## src/rtl/db_pkg.sv

```systemverilog
package db_pkg;
  typedef enum logic [1:0] {
    REG_RING   = 2'd0,
    REG_MASK   = 2'd1,
    REG_LATCH  = 2'd2,
    REG_ACTIVE = 2'd3
  } db_reg_e;
endpackage

```

## src/rtl/db_decode.sv

```systemverilog
module db_decode
  import db_pkg::*;
#(
  parameter int ADDR_W    = 12,
  parameter int BELL_LSB  = 8,
  parameter int NUM_BELLS = 4
) (
  input  logic                 req_i,
  input  logic [ADDR_W-1:0]    addr_i,
  output logic [NUM_BELLS-1:0] sel_o,
  output db_reg_e              reg_o
);
  localparam int IDX_W = ADDR_W - BELL_LSB;

  logic [IDX_W-1:0] idx;
  assign idx   = addr_i[ADDR_W-1:BELL_LSB];
  assign reg_o = db_reg_e'(addr_i[3:2]);

  for (genvar b = 0; b < NUM_BELLS; b++) begin : g_sel
    assign sel_o[b] = req_i && (idx == IDX_W'(b));
  end
endmodule

```

## src/rtl/db_bell.sv

```systemverilog
module db_bell
  import db_pkg::*;
#(
  parameter int NUM_MASTERS = 32,
  parameter int MID_W       = $clog2(NUM_MASTERS)
) (
  input  logic                   clk_i,
  input  logic                   rst_ni,
  input  logic                   sel_i,
  input  logic                   we_i,
  input  db_reg_e                reg_i,
  input  logic [NUM_MASTERS-1:0] wdata_i,
  input  logic [MID_W-1:0]       mid_i,
  output logic [NUM_MASTERS-1:0] rdata_o,
  output logic                   irq_o
);
  logic [NUM_MASTERS-1:0] raw_q, en_q, set_v, clr_v, act;
  logic ring, clr_hit, mask_wr;

  assign ring    = sel_i && we_i && (reg_i == REG_RING) && wdata_i[0];
  assign clr_hit = sel_i && we_i && (reg_i == REG_ACTIVE);
  assign mask_wr = sel_i && we_i && (reg_i == REG_MASK);
  assign set_v   = ring ? (NUM_MASTERS'(1) << mid_i) : '0;
  assign clr_v   = clr_hit ? (wdata_i & en_q) : '0;
  assign act     = raw_q & en_q;

  // a ring in the same cycle as a clear of the same bit wins
  always_ff @(posedge clk_i or negedge rst_ni) begin
    if (!rst_ni) begin
      raw_q <= '0;
      en_q  <= '0;
    end else begin
      raw_q <= (raw_q & ~clr_v) | set_v;
      if (mask_wr) en_q <= wdata_i;
    end
  end

  always_comb begin
    rdata_o = '0;
    if (sel_i) begin
      unique case (reg_i)
        REG_RING:   rdata_o = '0;
        REG_MASK:   rdata_o = en_q;
        REG_LATCH:  rdata_o = raw_q;
        REG_ACTIVE: rdata_o = act;
      endcase
    end
  end

  assign irq_o = |act;

  AST_RING_SETS: assert property (@(posedge clk_i) disable iff (!rst_ni)
    ring |=> raw_q[$past(mid_i)]);
  AST_CLEAR_DROPS: assert property (@(posedge clk_i) disable iff (!rst_ni)
    (clr_hit && !ring) |=> ((raw_q & $past(wdata_i & en_q)) == '0));
  AST_MASK_LOAD: assert property (@(posedge clk_i) disable iff (!rst_ni)
    mask_wr |=> (en_q == $past(wdata_i)));
  AST_IDLE_HOLD: assert property (@(posedge clk_i) disable iff (!rst_ni)
    !(sel_i && we_i) |=> ($stable(raw_q) && $stable(en_q)));
endmodule

```

## src/rtl/mm_doorbell_unit.sv

```systemverilog
module mm_doorbell_unit
  import db_pkg::*;
#(
  parameter int NUM_BELLS   = 4,
  parameter int NUM_MASTERS = 32,
  parameter int DATA_W      = 32,
  parameter int ADDR_W      = 12,
  parameter int STRIDE      = 256,
  parameter int MID_W       = $clog2(NUM_MASTERS)
) (
  input  logic                 clk_i,
  input  logic                 rst_ni,
  input  logic                 req_i,
  input  logic                 we_i,
  input  logic [ADDR_W-1:0]    addr_i,
  input  logic [DATA_W-1:0]    wdata_i,
  input  logic [MID_W-1:0]     mid_i,
  output logic [DATA_W-1:0]    rdata_o,
  output logic [NUM_BELLS-1:0] irq_o
);
  localparam int BELL_LSB = $clog2(STRIDE);

  logic [NUM_BELLS-1:0]   sel;
  db_reg_e                reg_sel;
  logic [NUM_MASTERS-1:0] bell_rd [NUM_BELLS];
  logic [NUM_MASTERS-1:0] rd_or;

  db_decode #(
    .ADDR_W(ADDR_W), .BELL_LSB(BELL_LSB), .NUM_BELLS(NUM_BELLS)
  ) i_decode (
    .req_i(req_i), .addr_i(addr_i), .sel_o(sel), .reg_o(reg_sel)
  );

  for (genvar b = 0; b < NUM_BELLS; b++) begin : g_bell
    db_bell #(.NUM_MASTERS(NUM_MASTERS), .MID_W(MID_W)) i_bell (
      .clk_i   (clk_i),
      .rst_ni  (rst_ni),
      .sel_i   (sel[b]),
      .we_i    (we_i),
      .reg_i   (reg_sel),
      .wdata_i (wdata_i[NUM_MASTERS-1:0]),
      .mid_i   (mid_i),
      .rdata_o (bell_rd[b]),
      .irq_o   (irq_o[b])
    );
  end

  always_comb begin
    rd_or = '0;
    for (int b = 0; b < NUM_BELLS; b++) rd_or |= bell_rd[b];
  end

  assign rdata_o = (req_i && !we_i) ? DATA_W'(rd_or) : '0;

  AST_ONE_BELL: assert property (@(posedge clk_i) disable iff (!rst_ni)
    $onehot0(sel));
  AST_QUIET_READ: assert property (@(posedge clk_i) disable iff (!rst_ni)
    !(req_i && !we_i) |-> (rdata_o == '0));
  AST_RESET_IRQ: assert property (@(posedge clk_i)
    $rose(rst_ni) |-> (irq_o == '0));
endmodule

```

## config.mk

```make
export PLATFORM = sky130hd
export DESIGN_NAME = mm_doorbell_unit
export DESIGN_NICKNAME = d
export VERILOG_FILES = /design/src/rtl/db_pkg.sv /design/src/rtl/db_decode.sv /design/src/rtl/db_bell.sv /design/src/rtl/mm_doorbell_unit.sv
export SDC_FILE = /design/constraint.sdc
export NUM_CORES = 1
export LEC_CHECK = 0
export BUFFER_PORTS_ARGS = -buffer_cell sky130_fd_sc_hd__buf_2
export CAP_MARGIN = 25
export CORE_ASPECT_RATIO = 1.5
export CORE_MARGIN = 2
export CORE_UTILIZATION = 55
export DETAILED_ROUTE_END_ITERATION = 6
export PLACE_DENSITY = 0.83
export SETUP_SLACK_MARGIN = 0.02
export SYNTH_ARGS = -nofsm -noshare
export SYNTH_HDL_FRONTEND = slang
export SYNTH_SLANG_ARGS = --single-unit
```

## constraint.sdc

```tcl
create_clock -name clk_i -period 1.5 [get_ports clk_i]
set_input_delay 0.15 -clock clk_i [delete_from_list [all_inputs] [get_ports clk_i]]
set_output_delay 0.15 -clock clk_i [all_outputs]
set_load 0.02 [all_outputs]
```

==> key figures, run 1 <==
Status
  – Status: aborted with a tool error
  – Exit stage: global routing
  – Error msg: [ERROR GRT-0232] Routing congestion too high. Check the congestion heatmap in the GUI.

GRT
  – Overall global routing resource usage: 0.7304
  – Grt ovf: 57
  – Largest net degree at the start of global routing: 53

Logic synthesis
  – Synth unique cells: 37
  – Synth async-reset ratio: 1.000
  – Main synth FF type: dfrtp_1
  – Sequential-to-total area share from yosys stat: 0.5121
  – Syn nets: 1240
  – Post-synthesis instance total: 1187
  – Syn avg cell area: 10.54 µm²
  – FF+latch count, synth: 256
  – Post-synth EDFFs: 0
  – YS warnings: 0
  – Mapped cell area: 0.01251 mm²

Die
  – Die height: 188.7 µm
  – FP Rows: 67
  – Io pins: 89
  – Starting density of the core: 0.5589
  – Chip width: 127.1 µm

CTS
  – # clock sinks: 256
  – TritonCTS Buffers: 26
  – Root buf cell: clkbuf_16
  – H-tree depth: 1
  – Clock Tree Buf Depth: 3

Placed design
  – I/O Buffers: 82
  – Dpl hpwl: 35.03 mm
  – GPL Wtd Cong: 1.001

Timing
  – Worst endpoint from the post-global-route timing repair: irq_o[3]
  – Worst endpoint type: primary output
[per-layer routing]
layer / overflow / global-route usage
met5: 0 / 0.1197
met4: 26 / 0.7147
met3: 4 / 0.5588
met2: 27 / 0.8989
met1: 0 / 0.7526
[per-stage QoR]
| step | instance area [µm²] | hold WS [ns] | util | worst slack, ns | instances |
|---|---|---|---|---|---|
| 4_1_cts | 19590 | 0.006222 | 0.8753 | -0.8216 | 1922 |
| 2_1_floorplan | 13440 | -0.1456 | - | -0.07206 | 1187 |
| 3_3_place_gp | 16930 | 0.07009 | 0.7566 | -0.3944 | 1836 |
| 3_5_place_dp | 16930 | 0.06694 | 0.7566 | -0.4452 | 1836 |
[cell families after synthesis]
kind of cell	Yosys count	synth area share
and+or+nand+nor	226	0.08531
AOI/OAI and AO/OA	481	0.2517
muxes	128	0.1152
buffers and inverters	96	0.03570
DFF	256	0.5121
[Yosys cell counts (4+ instances only)]
cell	count	area [µm²]
nand2_1	169	634.4
and2_1	8	50.05
a41oi_1	24	210.2
clkbuf_1	58	217.7
mux2_2	43	484.2
a22oi_1	64	480.5
dfrtp_1	256	6406
inv_1	4	15.01
nand4_1	17	106.4
a31oi_1	8	50.05
o21ai_0	248	1241
o221ai_1	127	1112
nor2_1	5	18.77
buf_4	14	105.1
buf_2	9	45.04
mux2_1	85	957.2
or4_1	4	30.03
buf_1	5	18.77
o21ai_1	8	40.04
[repair_timing]
| action | CTS |
|---|---|
| hold buffers | 31 |
| gates resized for setup | 257 |
| pin swaps | 74 |
| endpoints found under the hold margin | 408 |
| setup buffers | 33 |
| cloned | 1 |
| setup endpoints to repair | 36 |
==> run 2: changes to the inputs <==
CORE_ASPECT_RATIO = default   (was 1.5)
CORE_UTILIZATION = 40   (was 55)
PLACE_DENSITY = default   (was 0.83)
PLACE_DENSITY_LB_ADDON = 0.15   (was default)
SETUP_SLACK_MARGIN = default   (was 0.02)
clock period = 1.95 ns   (was 1.5 ns; I/O delays follow)
==> run 2 against run 1 <==
  * The flow now finishes, with violations (setup timing)
  * Synthesized cell count unchanged
  * Synthesized area unchanged
==> key figures, run 2 <==
Routing
  – Drt total wl: 48.63 mm
  – DRT iter0 DRCs: 1372
  – Vias/cell: 6.364
  – DRC viols: 0
  – Wl on met1: 21.11 mm
  – Met2 wire len: 21.86 mm
  – WL/cell: 26.73 µm
  – Router iterations before antenna repair: 5
  – Total number of vias: 11.58k
  – Met3 wire length: 4.350 mm
  – Top sig layer: met4
  – Post-route antenna net violation count: 0

Critical path
  – Worst path arrival time: 2.25 ns
  – R2R Path Start: g_bell[2].i_bell.en_q[16]
  – CP startpoint kind: register
  – Capture point of the worst reg-to-reg path: g_bell[2].i_bell.en_q[16]
  – R2R depth: 3
  – Kind of end point of the critical path: output pin
  – Reg2Reg Setup Slack: 0.90 ns
  – Maximum fanout along the worst path: 2
  – Setup CP Type: register to output pin
  – Worst Path Required: 1.75 ns

Status
  – Failing checks: setup timing
  – Status: finished with violations

Min path
  – Hold path start: wdata_i[25]
  – Type of the worst min-delay path: primary input to register
  – Hold path endpoint: g_bell[2].i_bell.en_q[25]
  – Hold Path Depth: 2

Power
  – Sequential Power Share: 0.456
  – Logic pwr share: 0.095
  – VDD IR max: 0.8547 mV
  – Pwr Density: 773.9 mW/mm²
  – Sw frac: 0.2543
  – Clock power share: 0.448
  – Internal power: 9436 µW
  – Total power draw: 12650 µW
  – LEAKAGE: 0.006832 µW
  – Net Sw Power: 3218 µW

Logic synthesis
  – Top-count cell post-synth: dfrtp_1
  – Main synth FF type: dfrtp_1
  – Sequential-to-total area share from yosys stat: 0.5121 (unchanged)
  – Mapped cell area: 0.01251 mm² (unchanged)
  – Synth area leaders: dfrtp_1, o21ai_0, o221ai_1
  – Synth async-reset ratio: 1.000 (unchanged)
  – Post-synthesis instance total: 1187 (unchanged)
  – Synth unique cells: 37 (unchanged)
  – Most common library cells after synthesis: dfrtp_1, o21ai_0, nand2_1, o221ai_1, mux2_1
  – FF+latch count, synth: 256 (unchanged)
  – Syn nets: 1240 (unchanged)
  – Area share of the largest cell type after synthesis: 0.5121 (unchanged)
  – YS warnings: 0 (unchanged)
  – Post-synth top area cell: dfrtp_1
  – Post-synth EDFFs: 0 (unchanged)
  – Syn avg cell area: 10.54 µm² (unchanged)

Timing
  – Max frequency: 409.8 MHz
  – Unrepaired setup endpoints after global routing: yes
  – Hold slack: 0.006650 ns
  – Max-slew violation count: 0
  – Final setup viols: 4
  – Clock skew: 0.007790 ns
  – Slew HR: 0.6063
  – Setup ws final: -0.4904 ns
  – Worst-Margin Slew: 0.5906 ns
  – Final min period: 2.440 ns
  – Period utilisation layout: 1.252
  – Final Hold Viols: 0

CTS
  – # clock sinks: 256 (unchanged)
  – H-tree depth: 1 (unchanged)
  – CTS tree: built
  – Clock Tree Buf Depth: 3 (unchanged)
  – Worst-skew pair later-pin latency: 0.56 ns
  – Clock-pin slew on the worst setup and hold paths: 0.06 ns
  – Root buf cell: clkbuf_16
  – TritonCTS Buffers: 30 (+15%)

Die
  – Starting density of the core: 0.4079 (-0.1510)
  – FP Rows: 64 (-4.5%)
  – Die height: 180.9 µm (-4.2%)
  – Io pins: 89 (unchanged)
  – Core ar.: 0.03067 mm²
  – Chip width: 180.9 µm (+42%)
  – Die area: 0.03271 mm²

GRT
  – Grt ovf: 0
  – Initial antenna violation count: 1
  – Overall global routing resource usage: 0.2854
  – Number of global-route vias before repair: 11.14k
  – Largest net degree at the start of global routing: 68
  – First-pass GRT wire length: 71.30 mm

Placed design
  – Placed cell area: 0.01432 mm² (-15%)
  – Dpl hpwl: 30.55 mm (-13%)
  – GPL Wtd Cong: 0.8411 (-16%)
  – Placed cell count: 1711 (-6.8%)
  – I/O Buffers: 82 (unchanged)
  – Setup WS pre-CTS: -0.1600 ns (+0.2851 ns)

Final layout
  – Final Net Count: 1450
  – Most frequent cells in the layout: dfrtp_1, o21ai_0, nand2_1
  – Share of layout cells above drive strength 1: 0.2850
  – Area delta synth->final: 30.70%
  – Largest registers: g_bell.i_bell.en_q: 128 flops, g_bell.i_bell.raw_q: 128 flops
  – Layout Cells excl Fill: 1819
  – Most common cell after layout, fill and taps aside: dfrtp_1
  – Design area: 0.01635 mm²

Job
  – Max cap viols: 0
## run 2: per-stage QoR
| stage | util | TNS [ns] |
|---|---|---|
| after global placement | 0.4668 | -1.449 |
| after global routing | 0.5330 | -1.956 |
| after floorplan | - | 0 |
| final | 0.5332 | -1.760 |
| after detailed placement | 0.4668 | -1.919 |
| after CTS | 0.5174 | -1.646 |
## run 2: how the worst max path moves through the flow
stage                               start     endpoint  cells after the start
6_report       g_bell[3].i_bell.raw_q[23]     irq_o[3]                      5
5_1_grt         g_bell[3].i_bell.raw_q[3]     irq_o[3]                      5
4_1_cts         g_bell[3].i_bell.en_q[23]     irq_o[3]                      5
3_5_place_dp                         we_i  rdata_o[31]                      6
3_3_place_gp                         we_i  rdata_o[31]                      6
2_1_floorplan                   addr_i[8]  rdata_o[20]                      6
## run 2: power by group through the flow
stage	clock (µW)	combinational (µW)	sequential, µW
after floorplan	0	431	5800
after global placement	0	1040	5840
after detailed placement	0	1050	5850
after CTS	5730	1130	5760
after global routing	5960	1290	5810
final	5670	1200	5780
## run 2: cells by family (layout without fill, tap and decap cells)
group                  Yosys count  count (layout)  synth area share
AO/OA/AOI/OAI                  481             481            0.2517
flip-flops                     256             256            0.5121
AND/OR/NAND/NOR                226             226           0.08531
multiplexers                   128             128            0.1152
buffers and inverters           96             330           0.03570
other                            0               2                 0
## run 2: cell type report
class | count | area (µm²)
Tap cell | 396 | 495.5
Sequential cell | 256 | 6406
Antenna cell | 2 | 5.005
Timing Repair Buffer | 267 | 2331
Multi-Input combinational cell | 835 | 6097
Clock inverter | 3 | 40.04
Fill cell | 2713 | 14320
Inverter | 7 | 28.78
Clock buffer | 53 | 948.4
## run 2: critical path: stages, from the launching register on
cell and delay [ns]:
dfrtp_1 0.39, a22oi_2 0.30, buf_4 0.17, nand4_1 0.18, or4_4 0.48, buf_6 0.15
## run 2: timing repair
action / in CTS / in global routing
buffers inserted: 4 / 18
hold buffers: 27 / 0
resized for setup: 47 / 59
hold endpoints to repair: 293 / 0
pin swaps: 16 / 16
cloned: 1 / 2
endpoints found under the setup margin: 14 / 29
## run 2: routing by layer
layer,vias up,global-route usage
met3,94,0.05624
met1,5881,0.4134
met4,0,0.07968
met5,-,0
met2,581,0.4353
li1,5020,-
(Power assumes the default switching activity.)
